`src/rtl/vmm_pkg.sv`:
```
package vmm_pkg;

  typedef enum logic [2:0] {
    OP_LOAD  = 3'd0,
    OP_CMPGT = 3'd1,
    OP_MNOT  = 3'd2,
    OP_LOADM = 3'd3,
    OP_READ  = 3'd4
  } vmm_op_e;

  typedef struct packed {
    logic load;
    logic cmp;
    logic mnot;
    logic loadm;
    logic read;
  } vmm_strobe_t;

endpackage

```
`src/rtl/vmm_decode.sv`:
```
module vmm_decode
  import vmm_pkg::*;
(
  input  logic        op_valid,
  input  logic [2:0]  op_code,
  output vmm_strobe_t strb
);
  always_comb begin
    strb = '0;
    if (op_valid) begin
      unique case (op_code)
        OP_LOAD:  strb.load  = 1'b1;
        OP_CMPGT: strb.cmp   = 1'b1;
        OP_MNOT:  strb.mnot  = 1'b1;
        OP_LOADM: strb.loadm = 1'b1;
        OP_READ:  strb.read  = 1'b1;
        default:  strb = '0;
      endcase
    end
  end
endmodule

```
`src/rtl/vmm_mask_bank.sv`:
```
module vmm_mask_bank #(
  parameter int ELEMS = 8,
  parameter int NMASK = 2,
  parameter int SELW  = 1
) (
  input  logic                        clk,
  input  logic                        rst_n,
  input  logic                        cmp_wr,
  input  logic                        inv_wr,
  input  logic [SELW-1:0]             dst_sel,
  input  logic [SELW-1:0]             src_sel,
  input  logic [ELEMS-1:0]            cmp_bits,
  output logic [NMASK-1:0][ELEMS-1:0] masks_q,
  output logic [ELEMS-1:0]            sel_mask
);
  logic [ELEMS-1:0] inv_bits;

  always_comb begin
    sel_mask = '0;
    for (int k = 0; k < NMASK; k++) begin
      if (src_sel == SELW'(k)) sel_mask = masks_q[k];
    end
  end

  assign inv_bits = ~sel_mask;

  for (genvar m = 0; m < NMASK; m++) begin : g_mask
    logic hit;
    assign hit = (dst_sel == SELW'(m));
    always_ff @(posedge clk) begin
      if (!rst_n)               masks_q[m] <= '0;
      else if (cmp_wr && hit)   masks_q[m] <= cmp_bits;
      else if (inv_wr && hit)   masks_q[m] <= inv_bits;
    end
  end
endmodule

```
`src/rtl/vmm_vreg.sv`:
```
module vmm_vreg #(
  parameter int ELEMS = 8,
  parameter int EW    = 16
) (
  input  logic                  clk,
  input  logic                  rst_n,
  input  logic [ELEMS-1:0]      wr_en,
  input  logic [ELEMS*EW-1:0]   wdata,
  output logic [ELEMS*EW-1:0]   q
);
  for (genvar i = 0; i < ELEMS; i++) begin : g_elem
    always_ff @(posedge clk) begin
      if (!rst_n)        q[i*EW +: EW] <= '0;
      else if (wr_en[i]) q[i*EW +: EW] <= wdata[i*EW +: EW];
    end
  end
endmodule

```
`src/rtl/vmm_readout.sv`:
```
module vmm_readout #(
  parameter int DW = 128
) (
  input  logic          clk,
  input  logic          rst_n,
  input  logic          rd_strobe,
  input  logic [DW-1:0] vin,
  output logic          rd_valid,
  output logic [DW-1:0] rd_data
);
  always_ff @(posedge clk) begin
    if (!rst_n) begin
      rd_valid <= 1'b0;
      rd_data  <= '0;
    end else begin
      rd_valid <= rd_strobe;
      if (rd_strobe) rd_data <= vin;
    end
  end
endmodule

```
`src/rtl/vmask_merge_core.sv`:
```
module vmask_merge_core
  import vmm_pkg::*;
#(
  parameter int ELEMS = 8,
  parameter int EW    = 16,
  parameter int NMASK = 2,
  parameter int SELW  = (NMASK > 1) ? $clog2(NMASK) : 1
) (
  input  logic                  clk,
  input  logic                  rst_n,
  input  logic                  op_valid,
  input  logic [2:0]            op_code,
  input  logic [SELW-1:0]       mask_dst,
  input  logic [SELW-1:0]       mask_src,
  input  logic [ELEMS*EW-1:0]   data_in,
  output logic                  op_ready,
  output logic                  rd_valid,
  output logic [ELEMS*EW-1:0]   rd_data
);
  localparam int DW = ELEMS * EW;

  function automatic logic [ELEMS-1:0] positive_bits(input logic [DW-1:0] v);
    logic [ELEMS-1:0] r;
    for (int i = 0; i < ELEMS; i++) begin
      r[i] = ($signed(v[i*EW +: EW]) > 0);
    end
    return r;
  endfunction

  vmm_strobe_t                 strb;
  logic [DW-1:0]               vreg_q;
  logic [NMASK-1:0][ELEMS-1:0] masks_q;
  logic [ELEMS-1:0]            sel_mask;
  logic [ELEMS-1:0]            cmp_bits;
  logic [ELEMS-1:0]            wr_en;
  logic                        ready_q;

  vmm_decode u_dec (
    .op_valid (op_valid),
    .op_code  (op_code),
    .strb     (strb)
  );

  assign cmp_bits = positive_bits(vreg_q);

  vmm_mask_bank #(.ELEMS(ELEMS), .NMASK(NMASK), .SELW(SELW)) u_masks (
    .clk      (clk),
    .rst_n    (rst_n),
    .cmp_wr   (strb.cmp),
    .inv_wr   (strb.mnot),
    .dst_sel  (mask_dst),
    .src_sel  (mask_src),
    .cmp_bits (cmp_bits),
    .masks_q  (masks_q),
    .sel_mask (sel_mask)
  );

  always_comb begin
    if (strb.load)       wr_en = '1;
    else if (strb.loadm) wr_en = sel_mask;
    else                 wr_en = '0;
  end

  vmm_vreg #(.ELEMS(ELEMS), .EW(EW)) u_vreg (
    .clk   (clk),
    .rst_n (rst_n),
    .wr_en (wr_en),
    .wdata (data_in),
    .q     (vreg_q)
  );

  vmm_readout #(.DW(DW)) u_rd (
    .clk       (clk),
    .rst_n     (rst_n),
    .rd_strobe (strb.read),
    .vin       (vreg_q),
    .rd_valid  (rd_valid),
    .rd_data   (rd_data)
  );

  always_ff @(posedge clk) begin
    if (!rst_n) ready_q <= 1'b0;
    else        ready_q <= 1'b1;
  end
  assign op_ready = ready_q;

endmodule

```
`config.mk`:
```
export PLATFORM = sky130hd
export DESIGN_NAME = vmask_merge_core
export DESIGN_NICKNAME = d
export VERILOG_FILES = /design/src/rtl/vmm_pkg.sv /design/src/rtl/vmm_decode.sv /design/src/rtl/vmm_mask_bank.sv /design/src/rtl/vmm_vreg.sv /design/src/rtl/vmm_readout.sv /design/src/rtl/vmask_merge_core.sv
export SDC_FILE = /design/constraint.sdc
export NUM_CORES = 1
export LEC_CHECK = 0
export BUFFER_PORTS_ARGS = -buffer_cell sky130_fd_sc_hd__buf_2
export CAP_MARGIN = 20
export CORE_MARGIN = 2
export CORE_UTILIZATION = 39
export CTS_BUF_LIST = sky130_fd_sc_hd__clkbuf_4
export DETAILED_ROUTE_END_ITERATION = 7
export GPL_TIMING_DRIVEN = 0
export PLACE_DENSITY = 0.63
export SETUP_SLACK_MARGIN = 0.5
export SYNTH_ARGS = -nofsm -noshare
export SYNTH_HDL_FRONTEND = slang
export SYNTH_HIERARCHICAL = 1
export SYNTH_SLANG_ARGS = --single-unit
export TNS_END_PERCENT = 10
```
`constraint.sdc`:
```
create_clock -name clk -period 2.01 [get_ports clk]
set_input_delay 0.1005 -clock clk [delete_from_list [all_inputs] [get_ports clk]]
set_output_delay 0.1005 -clock clk [all_outputs]
set_load 0.01 [all_outputs]
```
==> summary.md <==
| Metric | Value |
|---|---|
| Outcome | `finished clean` |
| Placed Area | `13100 µm²` |
| Final setup violation count | `0` |
| Ys Warns | `6` |
| Via/cell ratio | `4.61` |
| DR vias | `approximately 9000` |
| Avg Inst Size Synth | `11.5 µm²` |
| Setup Skew | `49.6 ps` |
| WL/cell | `15.5 µm` |
| Worst setup path category | `reg2reg` |
| Worst-skew pair later-pin latency | `680 ps` |
| HPWL after detailed placement | `19.7 mm` |
| Async S/R FF share, synth | `0%` |
| Drt total wl | `29.4 mm` |
| CTS Buf Count | `77` |
| Relative slew slack | `72.3%` |
| Initial DRC count | `271` |
| Synth top area share | `48.5%` |
| Final hold vios | `0` |
| Worst Setup SP | `u_vreg/q[32]$_SDFFE_PN0P_` |
| Hold WC Path Type | `in2reg` |
| PortBufs | `~260` |
| Layout Nets | `1595` |
| Post-Syn Area | `11300 µm²` |
| Worst-path fanout max | `3` |
| Unrepaired setup endpoints after global routing | `yes` |
| PD cells | `759 nW/µm²` |
| Syn_nets | `1121` |
| Cells after Synth | `985` |
| Row cnt | `62` |
| Die height | `approximately 170 µm` |
| Synth top area cells | `dfxtp_1, mux2i_1, nor2b_1` |
| Cell variety after synth | `32` |
| Antenna Nets Post-Route | `0` |
| Effective utilization at floorplan | `39.5%` |
| First-pass GRT wire length | `47.1 mm` |
| Chip Width | `174 µm` |
| Total track usage | `19.2%` |
| Layout area overhead | `36.6%` |
| Max_cap viols | `0` |
| DRC violation count after routing | `0` |
| Number of max-slew violations in the final report | `0` |
| Root Driver | `clkbuf_4` |
| Max Fclk | `678 MHz` |
| Most common cell in the netlist | `dfxtp_1` |
| Static leakage | `6.08 nW` |
| R2r setup slk | `between 500 and 600 ps` |
| Hold_ws | `201 ps` |
| Worst EP arrival | `2000 ps` |
| Tcrit/Tclk final | `about three quarters` |
| Setup TNS | `0 ps` |
| Vias in the first global route | `8988` |
| IO Count | `~270` |
| Fin crit period | `1480 ps` |
| CTS tree | `built` |
| Worst Max-Slew Pin Slew | `slightly above 400 ps` |
| Synth Flop Type | `dfxtp_1` |
| Die area | `30400 µm²` |
| CP Capture Type | `flop` |
| Post-synth EDFFs | `0` |
| CP Launch Type | `flop` |
| Area leader, netlist | `dfxtp_1` |
| CTS max path bufs | `3` |
| Core box area | `28600 µm²` |
| Commonest cells in the netlist | `dfxtp_1, mux2i_1, nor2b_1` |
| Final Cell Area | `15400 µm²` |
| Clock Pin Slew Worst Setup and Hold Paths | `70 ps` |
| Drt pass-1 iters | `4` |
| Global route total overflow | `0` |
| Maximum vdd drop | `0.479 mV` |
| Initial antenna violation count | `2` |
| Seq cells post-synth | `274` |
| Sequential-to-total area share from yosys stat | `48.5%` |
| Clk sinks | `274` |
| Share of post-route cells with drive strength above 1 | `31.1%` |
| CP Data Required Time | `2540 ps` |
| H-tree depth | `3` |
| Hold Path Origin | `op_valid` |
| Postcts setup bufs | `0` |
| Gp weighted congestion | `0.771` |
| Largest net degree at the start of global routing | `13` |
| Reg2Reg Launch Point | `u_vreg/q[32]$_SDFFE_PN0P_` |
## report_power, final
group	switching [mW]	internal, mW
logic	0.418	0.586
clock network	2.34	2.80
registers	0.0649	5.51
## cell usage in the layout (no fill, tap or decap), drive strengths merged
cell type	synthesis	final
o31ai	16	16
a21oi	8	8
and4bb	3	3
nor4	24	24
a21o	8	8
bufinv	0	1
inv	9	10
o21ai	9	9
clkinvlp	0	2
nor2	8	8
nor4b	1	1
and2	1	1
mux2i	264	264
diode	0	2
clkbuf	16	134
buf	53	317
nor3	8	8
dlygate4sd3	0	131
and2b	1	1
a41oi	8	8
and4b	1	1
o21bai	1	1
clkinv	0	14
dfxtp	274	274
nor2b	256	256
nand3	16	16
## timing repair
item / 4_1_cts / 5_1_grt
endpoints found under the hold margin: 145 / 0
hold buffers: 131 / 0
setup endpoints to repair: 3 / 16
gates cloned: 0 / 0
resized for setup: 1 / 4
## metal layers
| layer | wire length (µm) | GRT usage [%] | vias to the layer above | part of all wire [%] |
|---|---|---|---|---|
| met5 | 11 | 0 | - | 0.037 |
| met4 | 466 | 6.76 | 2 | 1.6 |
| met3 | 2110 | 5.71 | 38 | 7.2 |
| met2 | 13700 | 31.0 | 272 | 46 |
| met1 | 13100 | 24.3 | 4080 | 45 |
| li1 | - | - | 4382 | - |
## cell families (layout without fill, tap and decap cells)
kind of cell           count (synthesis)  after routing  synth area share (%)
multiplexers                         264            264                  23.9
other                                  0              2                     0
AO/OA/AOI/OAI                         50             50                  3.46
buffers and inverters                 78            609                  6.59
flip-flops                           274            274                  48.5
AND/OR/NAND/NOR                      319            319                  17.5
## through the flow
step / instances / util (%) / setup WS [ps] / power, mW
2_1_floorplan: 985 / - / 664 / 6.19
3_3_place_gp: 1633 / 45.8 / 400 / 6.49
3_5_place_dp: 1633 / 45.8 / 410 / 6.50
4_1_cts: 1900 / 53.9 / 470 / 12.0
5_1_grt: 1901 / 54.0 / 431 / 12.3
6_report: 1902 / 54.0 / 534 / 11.7
## final timing paths
| path | endpoint | cells after the start |
|---|---|---|
| max | u_masks/masks_q[2]$_SDFFE_PN0P_ | 4 |
| min | u_masks/masks_q[7]$_SDFFE_PN0P_ | 4 |
| max reg2reg | u_masks/masks_q[2]$_SDFFE_PN0P_ | 4 |
| min reg2reg | u_masks/masks_q[0]$_SDFFE_PN0P_ | 2 |
## cell type report
class | count | area [µm²]
fill | 2589 | 13200
inverter | 9 | 33.8
multi-input combinational | 633 | 5110
clock inverter | 18 | 108
buffer | 69 | 711
clock buffer | 118 | 886
timing repair buffer | 395 | 2630
antenna | 2 | 5.00
sequential | 274 | 5490
tap | 384 | 480
## state kept, by name, indices dropped and copies added, names as in the netlist
name	count
op_ready	1
u_masks/masks_q	16
u_rd/rd_data	128
u_rd/rd_valid	1
u_vreg/q	128
## worst max-delay path, cell delays in order, from the launching register on
cell	delay (ps)
dfxtp_1	330
nor4_1	360
a41oi_1	250
o21ai_1	280
o31ai_2	100
No activity file was read; power rests on OpenSTA's default activity.
